==> config.mk <==
export PLATFORM = sky130hd
export DESIGN_NAME = trap_return_unit
export DESIGN_NICKNAME = d
export VERILOG_FILES = /design/src/rtl/trap_return_pkg.sv /design/src/rtl/trap_return_check.sv /design/src/rtl/trap_return_unwind.sv /design/src/rtl/trap_return_legalize.sv /design/src/rtl/trap_return_unit.sv
export SDC_FILE = /design/constraint.sdc
export NUM_CORES = 1
export LEC_CHECK = 0
export BUFFER_PORTS_ARGS = -buffer_cell sky130_fd_sc_hd__buf_2
export CORE_MARGIN = 1.5
export CORE_UTILIZATION = 30
export DETAILED_ROUTE_END_ITERATION = 8
export PLACE_DENSITY = 0.65
export SYNTH_ARGS = -nofsm -noshare
export SYNTH_HDL_FRONTEND = slang
export SYNTH_SLANG_ARGS = --single-unit
export TNS_END_PERCENT = 1
==> constraint.sdc <==
create_clock -name clk -period 2.5 [get_ports clk]
set_input_delay 0.25 -clock clk [delete_from_list [all_inputs] [get_ports clk]]
set_output_delay 0.25 -clock clk [all_outputs]
set_load 0.05 [all_outputs]
==> src/rtl/trap_return_pkg.sv <==
package trap_return_pkg;

    typedef enum logic [1:0] {
        PRIV_U    = 2'd0,
        PRIV_S    = 2'd1,
        PRIV_RSVD = 2'd2,
        PRIV_M    = 2'd3
    } priv_e;

    typedef struct packed {
        logic       mie;
        logic       mpie;
        logic [1:0] mpp;
        logic       sie;
        logic       spie;
        logic       spp;
    } status_t;

    localparam int CAUSE_W = 4;
    localparam logic [CAUSE_W-1:0] CAUSE_FETCH_MISALIGN = 4'd0;
    localparam logic [CAUSE_W-1:0] CAUSE_ILLEGAL_INSN   = 4'd2;

endpackage

==> src/rtl/trap_return_check.sv <==
module trap_return_check
    import trap_return_pkg::*;
#(
    parameter int XLEN = 32
) (
    input  logic               is_mach,
    input  priv_e              cur_priv,
    input  logic [XLEN-1:0]    mepc,
    input  logic [XLEN-1:0]    sepc,
    input  logic               rvc_en,
    output logic               fault,
    output logic [CAUSE_W-1:0] cause,
    output logic [XLEN-1:0]    target_pc
);
    localparam int ALIGN_BITS = 2;

    priv_e needed;
    logic  priv_low;
    logic  misaligned;

    always_comb begin
        needed     = is_mach ? PRIV_M : PRIV_S;
        target_pc  = is_mach ? mepc : sepc;
        priv_low   = (cur_priv < needed);
        misaligned = !rvc_en && (target_pc[ALIGN_BITS-1:0] != '0);
        fault      = priv_low || misaligned;
        // privilege violation is reported ahead of alignment
        cause      = priv_low ? CAUSE_ILLEGAL_INSN : CAUSE_FETCH_MISALIGN;
    end

endmodule

==> src/rtl/trap_return_unwind.sv <==
module trap_return_unwind
    import trap_return_pkg::*;
(
    input  logic    is_mach,
    input  status_t st_in,
    output status_t st_raw,
    output priv_e   priv_next
);
    logic [1:0] restored;

    always_comb begin
        st_raw = st_in;
        if (is_mach) begin
            restored    = st_in.mpp;
            st_raw.mie  = st_in.mpie;
            st_raw.mpie = 1'b0;
            st_raw.mpp  = PRIV_U;
        end else begin
            restored    = {1'b0, st_in.spp};
            st_raw.sie  = st_in.spie;
            st_raw.spie = 1'b0;
            st_raw.spp  = 1'b0;
        end
        // reserved level falls back to user
        priv_next = (restored == PRIV_RSVD) ? PRIV_U : priv_e'(restored);
    end

endmodule

==> src/rtl/trap_return_legalize.sv <==
module trap_return_legalize
    import trap_return_pkg::*;
#(
    parameter bit SUPPORT_U = 1'b1,
    parameter bit SUPPORT_S = 1'b1
) (
    input  status_t old_st,
    input  status_t new_st,
    output status_t legal_st
);
    logic mpp_bad;
    logic spp_keep;

    generate
        if (SUPPORT_S) begin : g_with_s
            assign spp_keep = 1'b0;
        end else begin : g_without_s
            assign spp_keep = 1'b1;
        end
    endgenerate

    always_comb begin
        mpp_bad = (new_st.mpp == PRIV_RSVD)
               || (!SUPPORT_U && new_st.mpp == PRIV_U)
               || (!SUPPORT_S && new_st.mpp == PRIV_S);
        legal_st = new_st;
        if (mpp_bad) legal_st.mpp = old_st.mpp;
        if (spp_keep) legal_st.spp = old_st.spp;
    end

endmodule

==> src/rtl/trap_return_unit.sv <==
module trap_return_unit
    import trap_return_pkg::*;
#(
    parameter int XLEN      = 32,
    parameter bit SUPPORT_U = 1'b1,
    parameter bit SUPPORT_S = 1'b1
) (
    input  logic            clk,
    input  logic            rst_n,
    input  logic            req_valid,
    input  logic            req_is_mach,
    input  logic [1:0]      cur_priv,
    input  logic            st_mie,
    input  logic            st_mpie,
    input  logic [1:0]      st_mpp,
    input  logic            st_sie,
    input  logic            st_spie,
    input  logic            st_spp,
    input  logic [XLEN-1:0] mepc,
    input  logic [XLEN-1:0] sepc,
    input  logic            rvc_en,
    output logic            done,
    output logic            fault,
    output logic [3:0]      fault_cause,
    output logic [XLEN-1:0] ret_pc,
    output logic [1:0]      out_priv,
    output logic            out_mie,
    output logic            out_mpie,
    output logic [1:0]      out_mpp,
    output logic            out_sie,
    output logic            out_spie,
    output logic            out_spp
);
    typedef struct packed {
        logic               done;
        logic               fault;
        logic [CAUSE_W-1:0] cause;
        logic [XLEN-1:0]    pc;
        priv_e              priv;
        status_t            st;
    } result_t;

    status_t            st_in;
    status_t            st_raw;
    status_t            st_legal;
    priv_e              priv_in;
    priv_e              priv_next;
    logic               chk_fault;
    logic [CAUSE_W-1:0] chk_cause;
    logic [XLEN-1:0]    chk_pc;
    result_t            res_d, res_q;

    always_comb begin
        st_in   = '{mie: st_mie, mpie: st_mpie, mpp: st_mpp,
                    sie: st_sie, spie: st_spie, spp: st_spp};
        priv_in = priv_e'(cur_priv);
    end

    trap_return_check #(.XLEN(XLEN)) u_check (
        .is_mach  (req_is_mach),
        .cur_priv (priv_in),
        .mepc     (mepc),
        .sepc     (sepc),
        .rvc_en   (rvc_en),
        .fault    (chk_fault),
        .cause    (chk_cause),
        .target_pc(chk_pc)
    );

    trap_return_unwind u_unwind (
        .is_mach  (req_is_mach),
        .st_in    (st_in),
        .st_raw   (st_raw),
        .priv_next(priv_next)
    );

    trap_return_legalize #(.SUPPORT_U(SUPPORT_U), .SUPPORT_S(SUPPORT_S)) u_legal (
        .old_st  (st_in),
        .new_st  (st_raw),
        .legal_st(st_legal)
    );

    always_comb begin
        res_d       = res_q;
        res_d.done  = req_valid;
        res_d.fault = 1'b0;
        if (req_valid) begin
            if (chk_fault) begin
                res_d.fault = 1'b1;
                res_d.cause = chk_cause;
                res_d.priv  = priv_in;
                res_d.st    = st_in;
            end else begin
                res_d.pc    = chk_pc;
                res_d.priv  = priv_next;
                res_d.st    = st_legal;
            end
        end
    end

    always_ff @(posedge clk) begin
        if (!rst_n) begin
            res_q      <= '0;
            res_q.priv <= PRIV_M;
        end else begin
            res_q <= res_d;
        end
    end

    always_comb begin
        done        = res_q.done;
        fault       = res_q.fault;
        fault_cause = res_q.cause;
        ret_pc      = res_q.pc;
        out_priv    = res_q.priv;
        out_mie     = res_q.st.mie;
        out_mpie    = res_q.st.mpie;
        out_mpp     = res_q.st.mpp;
        out_sie     = res_q.st.sie;
        out_spie    = res_q.st.spie;
        out_spp     = res_q.st.spp;
    end

endmodule

==> results.yml <==
timing:
  max_freq_ghz: 0.668
  period_share: 0.599
  setup_viol: 0
  finClkSkew_ns: 0
  rsz0062_at_grt: "false"
  hold_slack_ns: 0.227
  slew_viol_final: 0
  hold_viol_final: 0
  fin_crit_ns: 1.50
  fin_tns_setup_ns: 0
clock_tree:
  cts.path.max_buffers: 2
  clk_pin_slew_ns: 0.08
  cts-root-buf: "clkbuf_8"
  clock_sinks: 44
  clk_latency_ns: 0.29
  cts_buffers: 5
  cts_setup_buffers: 0
  cts_resized: 0
  holdBufCountCts: 0
  cts-htree-levels: 2
  cts_tree: "yes"
setup_path:
  worstReg2RegStart: "out_priv[0]$_SDFFE_PN1P_"
  worst_setup_path_start_kind: "input port"
  r2r_cells: 3
  path_class: "input port to register"
  reg2reg_to: "out_priv[0]$_SDFFE_PN1P_"
  r2r_slack_ns: 1.71
  cp_max_fo: 32
  crit_path_end: "ret_pc[5]$_SDFFE_PN0P_"
  required_ns: 2.69
  crit_path_start: "req_is_mach"
  critPathCaptureType: "register"
  worstPathArrival_ns: 1.68
logic_synthesis:
  syn_area_per_cell_sq_um: 10.1
  synth_cells: 209
  netlist.area_leader.share: 0.417
  yosysSeqAreaShare: 0.417
  syn_area_sq_um: 2110
  ys_warn_count: 0
  netlist_top_cells_area: "dfxtp_1 (42%), mux2i_1 (17%), o211a_1 (15%)"
  yosys_most_used_dff: "dfxtp_1"
  synth_largest_area_cell: "dfxtp_1"
  async_reset_ff_frac: 0
  ys_types: 30
  synth_edf_count: 0
  ys_ff_latch: 44
global_route:
  grt_busiest_layer: "met2"
  grt_max_degree: 33
  antenna_found_initial: 0
  use_met1: 0.171
  grt_pass1_wl_mm: 8.27
  globalRouteMet2Util: 0.222
  gr-total-overflow: 0
  grt_util_met3: 0.0483
  grtUsageTotal: 0.138
  first_global_vias: 1880
die:
  coreArea_sq_um: 6790
  rows: 30
  start_util: 0.311
  dieHeight_um: 86.9
  ios: 125
  fp.dieW_um: 86.9
  dieArea_sq_um: 7550
cells_and_area:
  nets: 403
  multi_input_comb_area_sq_um: 1080
  drive_gt1_frac: 0.431
  layout.cells.non_filler: 421
  final_cell_mix: "buf_2 (121), dfxtp_1 (44), nand2_1 (38), mux2i_1 (35), o211a_1 (32)"
  nFillCells: 699
  mostFrequentLayoutCell: "buf_2"
  ff_latch_area_sq_um: 881
  syn_to_final_growth_pct: 34.9
  num_antenna_cells: 0
detailed_routing:
  drt_first_iter_violations: 67
  routed_wl_mm: 5.16
  dr.pass1.iters: 4
  vias_per_cell: 4.63
  post_drt_wl_per_cell_um: 12.3
  vias: 1951
  antenna_left: 0
  drcViolationCount: 0
placement:
  place.gp.congestion: 0.703
  dp_hpwl_mm: 3.91
  io_buffers: 121
  place_inst: 413
power_and_ir_drop:
  p_per_area_nw_per_um2: 624
  peakVddDrop_mv: 0.316
  finalPower_mw: 1.78
  power.leakage_nw: 1.76
hold_path:
  hp-class: "input port to register"
outcome:
  status: "completed"
run:
  maxCapViolations: 0
[critical path: stages]
cell and delay, ns:
buf_2 0.11, buf_4 0.25, nor3b_2 0.30, o311a_2 0.23, buf_4 0.30, nand2_1 0.09
o211a_1 0.14
[worst min-delay path by stage]
| stage | startpoint | to | cells past startpoint |
|---|---|---|---|
| after floorplan | req_valid | done$_SDFF_PN0_ | 1 |
| after global placement | out_spp$_SDFFE_PN0P_ | out_spp$_SDFFE_PN0P_ | 2 |
| after detailed placement | out_spp$_SDFFE_PN0P_ | out_spp$_SDFFE_PN0P_ | 2 |
| after CTS | cur_priv[0] | out_priv[0]$_SDFFE_PN1P_ | 2 |
| after global routing | cur_priv[0] | out_priv[0]$_SDFFE_PN1P_ | 2 |
| final | cur_priv[0] | out_priv[0]$_SDFFE_PN1P_ | 2 |
[Yosys cell counts (all sizes together), types with 2 or more instances]
cell type	number
dfxtp	44
nand2	38
mux2i	35
o211a	32
buf	14
a21boi	6
clkbuf	6
nand3	6
o21ai	4
inv	3
a21oi	2
and2	2
nor2	2
nor3	2
o211ai	2
[through the flow]
step / utilization / worst slack [ns] / instance area, sq um
final: 0.419 / 1.00 / 2850
after global routing: 0.419 / 0.889 / 2850
after CTS: 0.419 / 1.00 / 2850
after detailed placement: 0.403 / 0.687 / 2740
after global placement: 0.403 / 0.736 / 2740
after floorplan: - / 0.856 / 2120
[power by group]
group / leakage [nW] / internal, mW / switching, mW
clock network: 0.0541 / 0.296 / 0.248
registers: 0.361 / 0.749 / 0.0230
logic: 1.35 / 0.152 / 0.310
[routing by layer]
| metal | vias up | share of wire |
|---|---|---|
| met4 | 0 | 0.016 |
| met3 | 8 | 0.094 |
| met2 | 86 | 0.44 |
| met1 | 882 | 0.45 |
| li1 | 975 | - |
| met5 | - | 0 |
[sequential cells by signal, indices dropped and copies added, names as in the netlist]
| name | count |
|---|---|
| out_sie | 1 |
| out_spp | 1 |
| done | 1 |
| out_mie | 1 |
| out_mpp | 2 |
| out_spie | 1 |
| ret_pc | 32 |
| fault | 1 |
| out_priv | 2 |
| fault_cause | 1 |
| out_mpie | 1 |
[cell type report]
cell class | instances | area share
multi-input combinational | 144 | 0.380
clock inverter | 3 | 0.0149
sequential | 44 | 0.309
timing repair buffer | 126 | 0.226
clock buffer | 5 | 0.0242
inverter | 3 | 0.00395
tap | 96 | 0.0422
[logic make-up after synthesis]
group / Yosys count / synth area share
AOI/OAI and AO/OA: 52 / 0.222
buffers and inverters: 23 / 0.0746
muxes: 35 / 0.166
DFF: 44 / 0.417
adders and majority gates: 1 / 0.00592
other: 1 / 0.00178
and+or+nand+nor: 53 / 0.113
Power figures use the tool's default switching activity.
